[config.mk]
export PLATFORM = sky130hd
export DESIGN_NAME = sfr_read_engine
export DESIGN_NICKNAME = d
export VERILOG_FILES = /design/src/rtl/sfr_pkg.sv /design/src/rtl/sfr_pin_sync.sv /design/src/rtl/sfr_hdr_rx.sv /design/src/rtl/sfr_addr_ctr.sv /design/src/rtl/sfr_byte_tx.sv /design/src/rtl/sfr_read_engine.sv
export SDC_FILE = /design/constraint.sdc
export NUM_CORES = 1
export LEC_CHECK = 0
export ABC_CLOCK_PERIOD_IN_PS = 2200
export BUFFER_PORTS_ARGS = -buffer_cell sky130_fd_sc_hd__buf_4
export CORE_ASPECT_RATIO = 0.9
export CORE_MARGIN = 2
export CORE_UTILIZATION = 50
export DETAILED_ROUTE_END_ITERATION = 12
export HOLD_SLACK_MARGIN = 0.06
export PLACE_DENSITY = 0.66
export SYNTH_ARGS = -nofsm -noshare
export SYNTH_HDL_FRONTEND = slang
export SYNTH_SLANG_ARGS = --single-unit
[constraint.sdc]
create_clock -name clk -period 2.2 [get_ports clk]
set_input_delay 0.44 -clock clk [delete_from_list [all_inputs] [get_ports clk]]
set_output_delay 0.44 -clock clk [all_outputs]
set_load 0.05 [all_outputs]
[src/rtl/sfr_pkg.sv]
package sfr_pkg;
   localparam int CMD_BITS   = 8;
   localparam int FIELD_BITS = 24;
   localparam int HDR_BITS   = CMD_BITS + FIELD_BITS;
   localparam int HDR_CNT_W  = $clog2(HDR_BITS);
   localparam int BYTE_W     = 8;
   localparam int BIT_IDX_W  = $clog2(BYTE_W);

   typedef enum logic [2:0] {
      PH_IDLE,
      PH_CMD,
      PH_ADDR,
      PH_DATA,
      PH_IGNORE
   } phase_t;
endpackage

[src/rtl/sfr_pin_sync.sv]
module sfr_pin_sync #(
   parameter int   STAGES  = 2,
   parameter logic RST_VAL = 1'b0
) (
   input  logic clk,
   input  logic rst_n,
   input  logic din,
   output logic lvl
);
   generate
      if (STAGES < 0 || STAGES > 4) begin : g_bad
         $error("sfr_pin_sync: STAGES must be 0..4");
      end
      if (STAGES == 0) begin : g_bypass
         assign lvl = din;
      end else begin : g_chain
         logic [STAGES-1:0] chain;
         always_ff @(posedge clk or negedge rst_n) begin
            if (!rst_n) begin
               chain <= {STAGES{RST_VAL}};
            end else begin
               chain[0] <= din;
               for (int i = 1; i < STAGES; i++) begin
                  chain[i] <= chain[i-1];
               end
            end
         end
         assign lvl = chain[STAGES-1];
      end
   endgenerate
endmodule

[src/rtl/sfr_hdr_rx.sv]
module sfr_hdr_rx
   import sfr_pkg::*;
#(
   parameter int ADDR_W = 24
) (
   input  logic                clk,
   input  logic                rst_n,
   input  logic                clr,
   input  logic                shift_en,
   input  logic                si,
   output logic                cmd_done,
   output logic                hdr_done,
   output logic [CMD_BITS-1:0] cmd_byte,
   output logic [ADDR_W-1:0]   start_addr
);
   logic [HDR_CNT_W-1:0]  cnt;
   logic [FIELD_BITS-2:0] sr;
   logic [FIELD_BITS-1:0] field;

   assign cmd_done   = shift_en && (cnt == HDR_CNT_W'(CMD_BITS - 1));
   assign hdr_done   = shift_en && (cnt == HDR_CNT_W'(HDR_BITS - 1));
   assign cmd_byte   = {sr[CMD_BITS-2:0], si};
   assign field      = {sr, si};
   assign start_addr = field[ADDR_W-1:0];

   always_ff @(posedge clk or negedge rst_n) begin
      if (!rst_n) begin
         cnt <= '0;
         sr  <= '0;
      end else if (clr) begin
         cnt <= '0;
         sr  <= '0;
      end else if (shift_en) begin
         cnt <= cnt + 1'b1;
         sr  <= {sr[FIELD_BITS-3:0], si};
      end
   end
endmodule

[src/rtl/sfr_addr_ctr.sv]
module sfr_addr_ctr #(
   parameter int ADDR_W = 24
) (
   input  logic              clk,
   input  logic              rst_n,
   input  logic              load,
   input  logic [ADDR_W-1:0] load_addr,
   input  logic              step,
   output logic              mem_rd,
   output logic [ADDR_W-1:0] mem_addr
);
   logic [ADDR_W-1:0] addr_q;
   logic              rd_q;

   always_ff @(posedge clk or negedge rst_n) begin
      if (!rst_n) begin
         addr_q <= '0;
         rd_q   <= 1'b0;
      end else begin
         rd_q <= load | step;
         if (load) begin
            addr_q <= load_addr;
         end else if (step) begin
            addr_q <= addr_q + 1'b1;
         end
      end
   end

   assign mem_rd   = rd_q;
   assign mem_addr = addr_q;
endmodule

[src/rtl/sfr_byte_tx.sv]
module sfr_byte_tx
   import sfr_pkg::*;
(
   input  logic              clk,
   input  logic              rst_n,
   input  logic              clr,
   input  logic              fall_en,
   input  logic              mem_rd,
   input  logic [BYTE_W-1:0] mem_rdata,
   output logic              byte_start,
   output logic              so_bit,
   output logic              drive
);
   logic                 rd_q;
   logic [BYTE_W-1:0]    nbuf;
   logic [BYTE_W-2:0]    shreg;
   logic [BIT_IDX_W-1:0] bcnt;
   logic                 so_q;
   logic                 drv_q;

   assign byte_start = fall_en && (bcnt == '0);

   always_ff @(posedge clk or negedge rst_n) begin
      if (!rst_n) begin
         rd_q <= 1'b0;
         nbuf <= '0;
      end else begin
         rd_q <= mem_rd;
         if (rd_q) begin
            nbuf <= mem_rdata;
         end
      end
   end

   always_ff @(posedge clk or negedge rst_n) begin
      if (!rst_n) begin
         bcnt  <= '0;
         shreg <= '0;
         so_q  <= 1'b0;
         drv_q <= 1'b0;
      end else if (clr) begin
         bcnt  <= '0;
         shreg <= '0;
         so_q  <= 1'b0;
         drv_q <= 1'b0;
      end else if (fall_en) begin
         drv_q <= 1'b1;
         bcnt  <= bcnt + 1'b1;
         if (bcnt == '0) begin
            {so_q, shreg} <= nbuf;
         end else begin
            {so_q, shreg} <= {shreg, 1'b0};
         end
      end
   end

   assign so_bit = so_q;
   assign drive  = drv_q;
endmodule

[src/rtl/sfr_read_engine.sv]
module sfr_read_engine
   import sfr_pkg::*;
#(
   parameter int          ADDR_W      = 24,
   parameter int          SYNC_STAGES = 2,
   parameter logic [7:0]  READ_CODE   = 8'h03
) (
   input  logic              clk,
   input  logic              rst_n,
   input  logic              cs_n,
   input  logic              sck,
   input  logic              si,
   input  logic              busy,
   output logic              so,
   output logic              so_oe,
   output logic              mem_rd,
   output logic [ADDR_W-1:0] mem_addr,
   input  logic [BYTE_W-1:0] mem_rdata
);
   generate
      if (ADDR_W < 1 || ADDR_W > FIELD_BITS) begin : g_bad_addr
         $error("sfr_read_engine: ADDR_W must be 1..24");
      end
   endgenerate

   logic cs_s, sck_s, si_s, sck_p;
   logic sck_rise, sck_fall;
   phase_t ph;

   sfr_pin_sync #(.STAGES(SYNC_STAGES), .RST_VAL(1'b1)) u_cs_sync (
      .clk(clk), .rst_n(rst_n), .din(cs_n), .lvl(cs_s));
   sfr_pin_sync #(.STAGES(SYNC_STAGES), .RST_VAL(1'b0)) u_sck_sync (
      .clk(clk), .rst_n(rst_n), .din(sck), .lvl(sck_s));
   sfr_pin_sync #(.STAGES(SYNC_STAGES), .RST_VAL(1'b0)) u_si_sync (
      .clk(clk), .rst_n(rst_n), .din(si), .lvl(si_s));

   always_ff @(posedge clk or negedge rst_n) begin
      if (!rst_n) sck_p <= 1'b0;
      else        sck_p <= sck_s;
   end

   assign sck_rise = sck_s & ~sck_p;
   assign sck_fall = ~sck_s & sck_p;

   logic                shift_en, cmd_done, hdr_done;
   logic [CMD_BITS-1:0] cmd_byte;
   logic [ADDR_W-1:0]   start_addr;

   assign shift_en = sck_rise && !cs_s && (ph == PH_CMD || ph == PH_ADDR);

   sfr_hdr_rx #(.ADDR_W(ADDR_W)) u_hdr (
      .clk(clk), .rst_n(rst_n), .clr(ph == PH_IDLE), .shift_en(shift_en),
      .si(si_s), .cmd_done(cmd_done), .hdr_done(hdr_done),
      .cmd_byte(cmd_byte), .start_addr(start_addr));

   logic fall_en, byte_start, so_bit, drive;
   logic load;

   assign fall_en = sck_fall && !cs_s && (ph == PH_DATA);
   assign load    = hdr_done && (ph == PH_ADDR);

   sfr_addr_ctr #(.ADDR_W(ADDR_W)) u_addr (
      .clk(clk), .rst_n(rst_n), .load(load), .load_addr(start_addr),
      .step(byte_start), .mem_rd(mem_rd), .mem_addr(mem_addr));

   sfr_byte_tx u_tx (
      .clk(clk), .rst_n(rst_n), .clr(ph != PH_DATA), .fall_en(fall_en),
      .mem_rd(mem_rd), .mem_rdata(mem_rdata), .byte_start(byte_start),
      .so_bit(so_bit), .drive(drive));

   always_ff @(posedge clk or negedge rst_n) begin
      if (!rst_n) begin
         ph <= PH_IDLE;
      end else if (cs_s) begin
         ph <= PH_IDLE;
      end else begin
         case (ph)
            PH_IDLE: ph <= PH_CMD;
            PH_CMD: begin
               if (cmd_done) begin
                  ph <= (busy || cmd_byte != READ_CODE) ? PH_IGNORE : PH_ADDR;
               end
            end
            PH_ADDR: begin
               if (hdr_done) ph <= PH_DATA;
            end
            default: ph <= ph;
         endcase
      end
   end

   assign so    = so_bit;
   assign so_oe = drive & ~cs_n;
endmodule

==> results of run 1 <==
-- what timing repair did --
| item | 4_1_cts | 5_1_grt |
|---|---|---|
| hold buffers | 1 | 0 |
| endpoints found under the hold margin | 26 | 0 |
| buffers inserted | 0 | 0 |
| gates resized for setup | 0 | 2 |
| setup endpoints to repair | 0 | 1 |
-- placed cells by master, fill, tap and decap left out, types with 7 or more instances in the layout --
master / instances
sky130_fd_sc_hd__xnor2_1: 8
sky130_fd_sc_hd__mux2_2: 8
sky130_fd_sc_hd__buf_4: 54
sky130_fd_sc_hd__o21ai_0: 15
sky130_fd_sc_hd__dfrtp_1: 82
sky130_fd_sc_hd__nand3_1: 14
sky130_fd_sc_hd__inv_1: 7
sky130_fd_sc_hd__nand2_1: 89
sky130_fd_sc_hd__mux2i_1: 8
sky130_fd_sc_hd__a21oi_1: 31
sky130_fd_sc_hd__nor2_1: 22
sky130_fd_sc_hd__clkbuf_8: 10
sky130_fd_sc_hd__nand4_1: 11
sky130_fd_sc_hd__xor2_1: 13
sky130_fd_sc_hd__a211oi_1: 7
-- metrics by stage --
stage / instance area [um2] / util [%]
2_1_floorplan: 3910 / -
3_3_place_gp: 4390 / 58.2
3_5_place_dp: 4390 / 58.2
4_1_cts: 4590 / 60.8
5_1_grt: 4590 / 60.8
6_report: 4590 / 60.8
-- power by group through the flow --
| stage | registers [mW] | clock network [mW] | logic (mW) |
|---|---|---|---|
| 4_1_cts | 1.56 | 1.10 | 0.0997 |
| 3_3_place_gp | 1.59 | 0 | 0.0968 |
| 3_5_place_dp | 1.60 | 0 | 0.0980 |
| 6_report | 1.56 | 1.07 | 0.0972 |
| 5_1_grt | 1.57 | 1.18 | 0.109 |
| 2_1_floorplan | 1.59 | 0 | 0.0347 |
-- worst reg2reg max path: cells and delay by family (launching register included) --
family / cells / cell delay (ps)
flip-flops: 1 / 430
AND/OR/NAND/NOR: 2 / 1040
AO/OA/AOI/OAI: 1 / 480
-- final timing paths --
check | from | endpoint | slack [ps] | cells past startpoint
setup / recovery | u_sck_sync.g_chain.chain[1]$_DFF_PN0_ | u_addr.mem_addr[4]$_DFFE_PN0P_ | 100 | 3
hold / removal | si | u_si_sync.g_chain.chain[0]$_DFF_PN0_ | 190 | 1
setup reg to reg | u_sck_sync.g_chain.chain[1]$_DFF_PN0_ | u_addr.mem_addr[4]$_DFFE_PN0P_ | 100 | 3
hold reg to reg | u_si_sync.g_chain.chain[0]$_DFF_PN0_ | u_si_sync.g_chain.chain[1]$_DFF_PN0_ | 360 | 0
max in group asynchronous | rst_n | u_addr.mem_addr[3]$_DFFE_PN0P_ | 1080 | 3
min in group asynchronous | rst_n | u_tx.nbuf[3]$_DFFE_PN0P_ | 560 | 2
-- per-layer routing --
metal	part of all wire [%]	vias up	GRT usage (%)
met4	0.53	0	6.53
met2	45	63	32.8
met3	4.8	4	4.87
met5	0	-	0
met1	50	1479	32.0
li1	-	1455	-
-- sequential cells by signal (all words and copies together) (netlist names) --
signal                    flops
u_addr.mem_addr              24
u_hdr.sr                     23
u_tx.nbuf                     8
u_tx.shreg                    7
u_hdr.cnt                     5
ph                            3
u_tx.bcnt                     3
u_cs_sync.g_chain.chain       2
u_sck_sync.g_chain.chain      2
u_si_sync.g_chain.chain       2
sck_p                         1
u_addr.mem_rd                 1
u_tx.drive                    1
u_tx.rd_q                     1
u_tx.so_bit                   1
-- cells in the mapped netlist, drive strengths merged (7+ instances only) --
cell type	n
nand2	89
dfrtp	82
a21oi	31
nor2	22
o21ai	19
clkbuf	15
nand3	14
xor2	13
nand4	11
nor3	11
inv	9
mux2	8
mux2i	8
xnor2	8
a211oi	7
-- layout make-up --
cell class                 instances  share of cell area [%]
clock inverter                     4                    1.09
multi-input combinational        282                    36.7
tap                               96                    2.62
clock buffer                      11                    3.08
timing repair buffer              57                    9.92
sequential                        84                    45.9
inverter                           9                   0.736
-- kinds of logic after synthesis --
logic type / count (synthesis) / synth area share [%]
compound gates: 66 / 10.0
flops: 84 / 53.9
buf+inv: 29 / 3.27
xor+xnor: 21 / 4.71
simple gates: 174 / 22.1
fa+ha+maj: 5 / 1.60
mux: 16 / 4.36
==> PnR_summary.wiki, run 1 <==
{| class="wikitable"
! Metric !! Value
|-
| Outcome || complete, no violations
|-
| Buffers added on ports || 40
|-
| CTS buffer count || 9
|-
| Clk Latency, worst-skew pair || ~350 ps
|-
| Largest area contributor in the synthesized netlist || sky130_fd_sc_hd__dfrtp_1
|-
| Delay of the slowest critical-path stage || 540 ps
|-
| Final Hold Slack || 193 ps
|-
| Max-slew violation count || 0
|-
| Final total negative setup slack || 0 ps
|-
| Number of placement rows || 30
|-
| Final min period || about 2100 ps
|-
| Root buffer cell || sky130_fd_sc_hd__clkbuf_8
|-
| Unique masters post-synth || 45
|-
| Final standard cell count with taps included and fillers excluded || 543
|-
| Post-route setup slack || 103 ps
|-
| Endpoints failing hold || 0
|-
| Overall power consumption || approximately 2.7 mW
|-
| Share of flip-flops with an asynchronous set or reset after synthesis || 100%
|-
| Routed length per instance || approximately 16 um
|-
| Nets || approximately 460
|-
| Remaining global-route overflow || 0
|-
| Initial standard-cell utilization of the core || 51.8%
|-
| Switching Share || between 20 and 25%
|-
| EDFF count, synth || 0
|-
| Detail Placement HPWL || just over 6000 um
|-
| Global-route wire length before repair || 14700 um
|-
| Net switching power of the design || roughly 0.60 mW
|-
| Core Box Area || 7540 um2
|-
| Share of power burned in combinational logic || roughly 3.6%
|-
| DIE WIDTH || 97.2 um
|-
| Critical-path cell with the highest stage delay || sky130_fd_sc_hd__or3b_1
|-
| Highest fanout seen on the critical path || 8
|-
| Antenna diodes || 0
|-
| Fraction of final layout cells sized beyond drive strength 1 || a little over a fifth
|-
| Critical path start-end classification || reg -> reg
|-
| Largest net degree at the start of global routing || 42
|-
| Global placer's final weighted congestion || 0.881
|-
| Count of antenna-violating nets left after detailed routing || 0
|-
| Worst path bufs/invs || 0
|-
| Number of register bits inferred by synthesis || 84
|-
| Clock tree sinks || between 80 and 90
|-
| DIE HEIGHT || 87.8 um
|-
| Synthesized Nets || 414
|-
| Total of endpoints with negative setup slack in the final report || 0
|-
| WP data required || about 2400 ps
|-
| Area enclosed by the die boundary || roughly 8500 um2
|-
| Clock network fraction of total power || between 30% and 40%
|-
| Violation count after the first detailed-routing iteration || roughly 160
|-
| Mapped cell area || roughly 4000 um2
|-
| Slew HR || 63.6%
|-
| Setup repair after global routing missed its margin || false
|-
| Max Root-Sink Buffers || 2
|-
| Vias in the first global route || 2884
|-
| Residual DRC || 0
|-
| Synth Area per Inst || about 9.9 um2
|-
| Filler cell count || roughly 700
|-
| Kind of cell with the highest combined delay on the critical path || simple AND/OR/NAND/NOR gates
|-
| Element type at the critical path end || flop
|-
| Largest cells by area after synthesis || sky130_fd_sc_hd__dfrtp_1 (53%), sky130_fd_sc_hd__nand2_1 (8.6%), sky130_fd_sc_hd__a21oi_1 (4.0%)
|-
| Kind of start point of the critical path || flop
|-
| YS warnings || 0
|-
| Instance count of the mapped netlist || between 300 and 400
|-
| Number of H-tree levels || 3
|-
| Clock skew || 3.61 ps
|-
| Total track usage || 21.8%
|-
| Storage cell area || approximately 2100 um2
|-
| Hold/Removal Path Class || in -> reg
|-
| Max-capacitance violation count || 0
|-
| Area used by multi-input combinational logic || roughly 1700 um2
|-
| Routed WL || between 8000 and 9000 um
|-
| Worst supply voltage drop on vdd || ~0.00027 V
|-
| Tightest Pin Transition || approximately 540 ps
|-
| Relative contribution of sequential cells to total power || between 50% and 60%
|-
| Initial antenna violation count || 0
|-
| Routed via count || 3001
|-
| Arrival time at the worst endpoint || approximately 2300 ps
|-
| Proportion of synthesized chip area in sequential cells || 53.9%
|-
| Internal Dissipation || around 2.1 mW
|-
| Most used DFF post-synth || sky130_fd_sc_hd__dfrtp_1
|-
| TritonCTS clock tree || yes
|-
| Cells along the critical path || or3b_1 > or3_1 > o311ai_0
|-
| Max Fclk || approximately 480 MHz
|-
| Total I/O pin count || 41
|-
| Pre-antenna DRT Iters || 4
|-
| Pwr per Cell Area || 596 nW/um2
|-
| Cell Count Post-Placement || 527
|-
| Worst slack after detailed placement || approximately 140 ps
|-
| Post-synthesis to final-layout area growth || 17.5%
|-
| Fraction of post-synthesis cell area in the top cell type by area || between 50% and 60%
|-
| Clock Pin Slew Worst Setup and Hold Paths || approximately 80 ps
|-
| Final clock period utilization by the worst path || between 90% and 100%
|-
| Leak Pwr || 2.03 nW
|-
| Average via count per standard cell || about 5.5
|}
(Power assumes the default switching activity.)
==> inputs of run 2 (changes only) <==
--- a/config.mk
+++ b/config.mk
@@ -13,6 +13,7 @@
 export DETAILED_ROUTE_END_ITERATION = 12
 export HOLD_SLACK_MARGIN = 0.06
 export PLACE_DENSITY = 0.66
+export SETUP_SLACK_MARGIN = 0.3
 export SYNTH_ARGS = -nofsm -noshare
 export SYNTH_HDL_FRONTEND = slang
 export SYNTH_SLANG_ARGS = --single-unit
==> run 2 against run 1 <==
  * Via count is 11% higher
  * Setup slack improved by 50 ps
  * Sequential share of layout area down 6.3 points
  * Critical path depth up 8
  * Sequential cell count is the same
  * Clock skew rose by 9.6 ps
  * Register-to-register slack gained 50 ps
  * Global-route usage is 3.9 points higher
  * First-iteration DRC count rose by 140%
  * Critical path type unchanged
  * Critical endpoint is now u_addr.mem_addr[0]$_DFFE_PN0P_
  * Largest power group unchanged
==> PnR_summary.wiki, run 2 (same netlist as run 1, synthesis figures left out) <==
{| class="wikitable"
! Metric !! Value
|-
| Met2 GRT Util || 41.2% (was 32.8%)
|-
| Critical-path cell with the highest stage delay || sky130_fd_sc_hd__dfrtp_1 (was sky130_fd_sc_hd__or3b_1)
|-
| Clock Pin Slew Worst Setup and Hold Paths || 80 ps (about the same)
|-
| Global-route met3 utilization || 5.67% (was 4.87%)
|-
| Hold Path Stages || 1 (unchanged)
|-
| Hold/Removal Path Class || in -> reg (unchanged)
|-
| Vias in the first global route || 3129 (was 2884)
|-
| Routed via count || 3344 (was 3001)
|-
| Clock network fraction of total power || 42.5% (was 39.3%)
|-
| Average via count per standard cell || 5.79 (was 5.53)
|-
| DIE HEIGHT || 87.8 um (unchanged)
|-
| Routed WL || 10900 um (was 8740 um)
|-
| Area used by multi-input combinational logic || 1930 um2 (was 1680 um2)
|-
| Antenna diodes || 0 (unchanged)
|-
| WP data required || 2450 ps (was 2400 ps)
|-
| Violation count after the first detailed-routing iteration || 374 (was 156)
|-
| Storage cell area || 2120 um2 (was 2100 um2)
|-
| Arrival time at the worst endpoint || 2300 ps (about the same)
|-
| Final clock period utilization by the worst path || 93.1% (was 95.3%)
|-
| CTS buffer count || 9 (unchanged)
|-
| Leak Pwr || 2.46 nW (was 2.03 nW)
|-
| Core Box Area || 7540 um2 (unchanged)
|-
| Buffers added on ports || 40 (unchanged)
|-
| Internal Dissipation || 2.27 mW (was 2.14 mW)
|-
| Global placer's final weighted congestion || 0.800 (was 0.881)
|-
| Nets || 496 (was 462)
|-
| Pre-antenna DRT Iters || 5 (was 4)
|-
| Number of H-tree levels || 3 (unchanged)
|-
| Clock tree sinks || 84 (unchanged)
|-
| Max Root-Sink Buffers || 2 (unchanged)
|-
| Total track usage || 25.7% (was 21.8%)
|-
| Tightest Pin Transition || 422 ps (was 542 ps)
|-
| Slew HR || 71.8% (was 63.6%)
|-
| Setup repair after global routing missed its margin || true (was false)
|-
| Highest fanout seen on the critical path || 4 (was 8)
|-
| Max-slew violation count || 0 (unchanged)
|-
| Post-synthesis to final-layout area growth || 37.4% (was 17.5%)
|-
| Max-capacitance violation count || 0 (unchanged)
|-
| Clock skew || 13.2 ps (was 3.61 ps)
|-
| Delay of the slowest critical-path stage || 390 ps (was 540 ps)
|-
| Cell type with the highest occurrence count on the critical path || sky130_fd_sc_hd__buf_4
|-
| Switching Share || 22.0% (about the same)
|-
| Total of endpoints with negative setup slack in the final report || 0 (unchanged)
|-
| Endpoints failing hold || 0 (unchanged)
|-
| Outcome || complete, no violations (unchanged)
|-
| Pwr per Cell Area || 543 nW/um2 (was 596 nW/um2)
|-
| Met1 track utilization from global routing || 35.3% (was 32.0%)
|-
| Cells along the critical path || ha_2 > and3_4 > ha_4 > nand4bb_4 > nor4_4 > buf_4 > nor2_4 > inv_2 > buf_4 > buf_4 > o221a_4 (was or3b_1 > or3_1 > o311ai_0)
|-
| Critical path start-end classification || reg -> reg (unchanged)
|-
| Kind of start point of the critical path || flop (unchanged)
|-
| Global routing's busiest layer || met2 (unchanged)
|-
| Kind of cell with the highest combined delay on the critical path || buffers and inverters (was simple AND/OR/NAND/NOR gates)
|-
| TritonCTS clock tree || yes (unchanged)
|-
| Cell Count Post-Placement || 529 (was 527)
|-
| Leading cell type in the layout, fill and taps excluded || sky130_fd_sc_hd__nand2_1 (unchanged)
|-
| Worst supply voltage drop on vdd || 0.000330 V (was 0.000274 V)
|-
| Max FFs per register || 24 (unchanged)
|-
| Remaining global-route overflow || 0 (unchanged)
|-
| Share of power burned in combinational logic || 3.8% (was 3.6%)
|-
| DIE WIDTH || 97.2 um (unchanged)
|-
| Relative contribution of sequential cells to total power || 53.6% (was 57.2%)
|-
| Residual DRC || 0 (unchanged)
|-
| Largest net degree at the start of global routing || 42 (unchanged)
|-
| Worst reg2reg path depth || 11 (was 3)
|-
| Cell count along the critical path || 11 (was 3)
|-
| Clk Latency, worst-skew pair || 360 ps (was 350 ps)
|-
| Filler cell count || 549 (was 686)
|-
| Initial antenna violation count || 0 (unchanged)
|-
| Count of antenna-violating nets left after detailed routing || 0 (unchanged)
|-
| Area enclosed by the die boundary || 8530 um2 (unchanged)
|-
| Fraction of final layout cells sized beyond drive strength 1 || 37.8% (was 21.3%)
|-
| Final total negative setup slack || 0 ps (unchanged)
|-
| Detail Placement HPWL || 6220 um (was 6160 um)
|-
| Number of placement rows || 30 (unchanged)
|-
| Highest-count cells in the layout ignoring fill and taps || sky130_fd_sc_hd__nand2_1 (76), sky130_fd_sc_hd__buf_4 (72), sky130_fd_sc_hd__dfrtp_1 (68) (was sky130_fd_sc_hd__nand2_1 (89), sky130_fd_sc_hd__dfrtp_1 (82), sky130_fd_sc_hd__buf_4 (54))
|-
| Max Fclk || 488 MHz (was 477 MHz)
|-
| Total I/O pin count || 41 (unchanged)
|-
| Final standard cell count with taps included and fillers excluded || 578 (was 543)
|-
| Global-route wire length before repair || 16900 um (was 14700 um)
|-
| Worst path bufs/invs || 4 (was 0)
|-
| Net switching power of the design || 0.642 mW (was 0.601 mW)
|-
| Initial standard-cell utilization of the core || 51.8% (unchanged)
|-
| Final min period || 2050 ps (was 2100 ps)
|-
| Element type at the critical path end || flop (unchanged)
|-
| Root buffer cell || sky130_fd_sc_hd__clkbuf_8 (unchanged)
|-
| Routed length per instance || 18.9 um (was 16.1 um)
|}
-- run 2: final timing paths --
kind                            slack [ps]                                    to                            startpoint
worst max register to register         150        u_addr.mem_addr[0]$_DFFE_PN0P_              u_hdr.cnt[0]$_DFFE_PN0P_
min in group asynchronous              530              u_tx.nbuf[4]$_DFFE_PN0P_                                 rst_n
worst min register to register         350  u_si_sync.g_chain.chain[1]$_DFF_PN0_  u_si_sync.g_chain.chain[0]$_DFF_PN0_
max in group asynchronous             1060       u_addr.mem_addr[14]$_DFFE_PN0P_                                 rst_n
worst min-delay path                   180  u_si_sync.g_chain.chain[0]$_DFF_PN0_                                    si
worst max-delay path                   150        u_addr.mem_addr[0]$_DFFE_PN0P_              u_hdr.cnt[0]$_DFFE_PN0P_
-- run 2: what timing repair did --
item	CTS	global route
gates resized for setup	47	35
endpoints found under the hold margin	25	0
hold buffers	1	0
gates cloned	6	1
buffers inserted	16	9
setup endpoints to repair	20	35
pin swaps	11	22
-- run 2: layout make-up --
class	count	share of cell area, %
Clock buffer	11	2.64
Clock inverter	5	1.54
Inverter	9	0.630
Multi-Input combinational cell	282	36.0
Sequential cell	84	39.6
Tap cell	96	2.24
Timing Repair Buffer	91	17.4
-- run 2: power groups by stage --
stage,combinational [mW],sequential (mW),clock (mW)
2_1_floorplan,0.0349,1.59,0
3_3_place_gp,0.100,1.59,0
4_1_cts,0.107,1.56,1.27
5_1_grt,0.124,1.56,1.32
6_report,0.111,1.56,1.24
3_5_place_dp,0.102,1.59,0
-- run 2: metal layers --
layer  share of wire [%]  wire length [um]
met5                   0                 0
met3                 6.6               720
met1                  42              4640
met2                  48              5230
met4                 3.2               352
-- run 2: worst reg2reg max path, stage by stage (launching register included) --
cell and delay [ps]:
sky130_fd_sc_hd__dfrtp_1 390, sky130_fd_sc_hd__ha_2 190, sky130_fd_sc_hd__and3_4 150, sky130_fd_sc_hd__ha_4 160, sky130_fd_sc_hd__nand4bb_4 110, sky130_fd_sc_hd__nor4_4 50
sky130_fd_sc_hd__buf_4 140, sky130_fd_sc_hd__nor2_4 160, sky130_fd_sc_hd__inv_2 80, sky130_fd_sc_hd__buf_4 140, sky130_fd_sc_hd__buf_4 140, sky130_fd_sc_hd__o221a_4 230
-- run 2: stage by stage --
step           instance area (um2)  worst slack [ps]  util [%]  power, mW  hold WS (ps)
5_1_grt                       5370              97.8      71.1       3.01           158
6_report                      5370               153      71.1       2.91           183
4_1_cts                       5120               144      67.9       2.94           170
3_3_place_gp                  4430               164      58.7       1.69           336
2_1_floorplan                 3930               309         -       1.63           144
3_5_place_dp                  4430              36.7      58.7       1.70           337
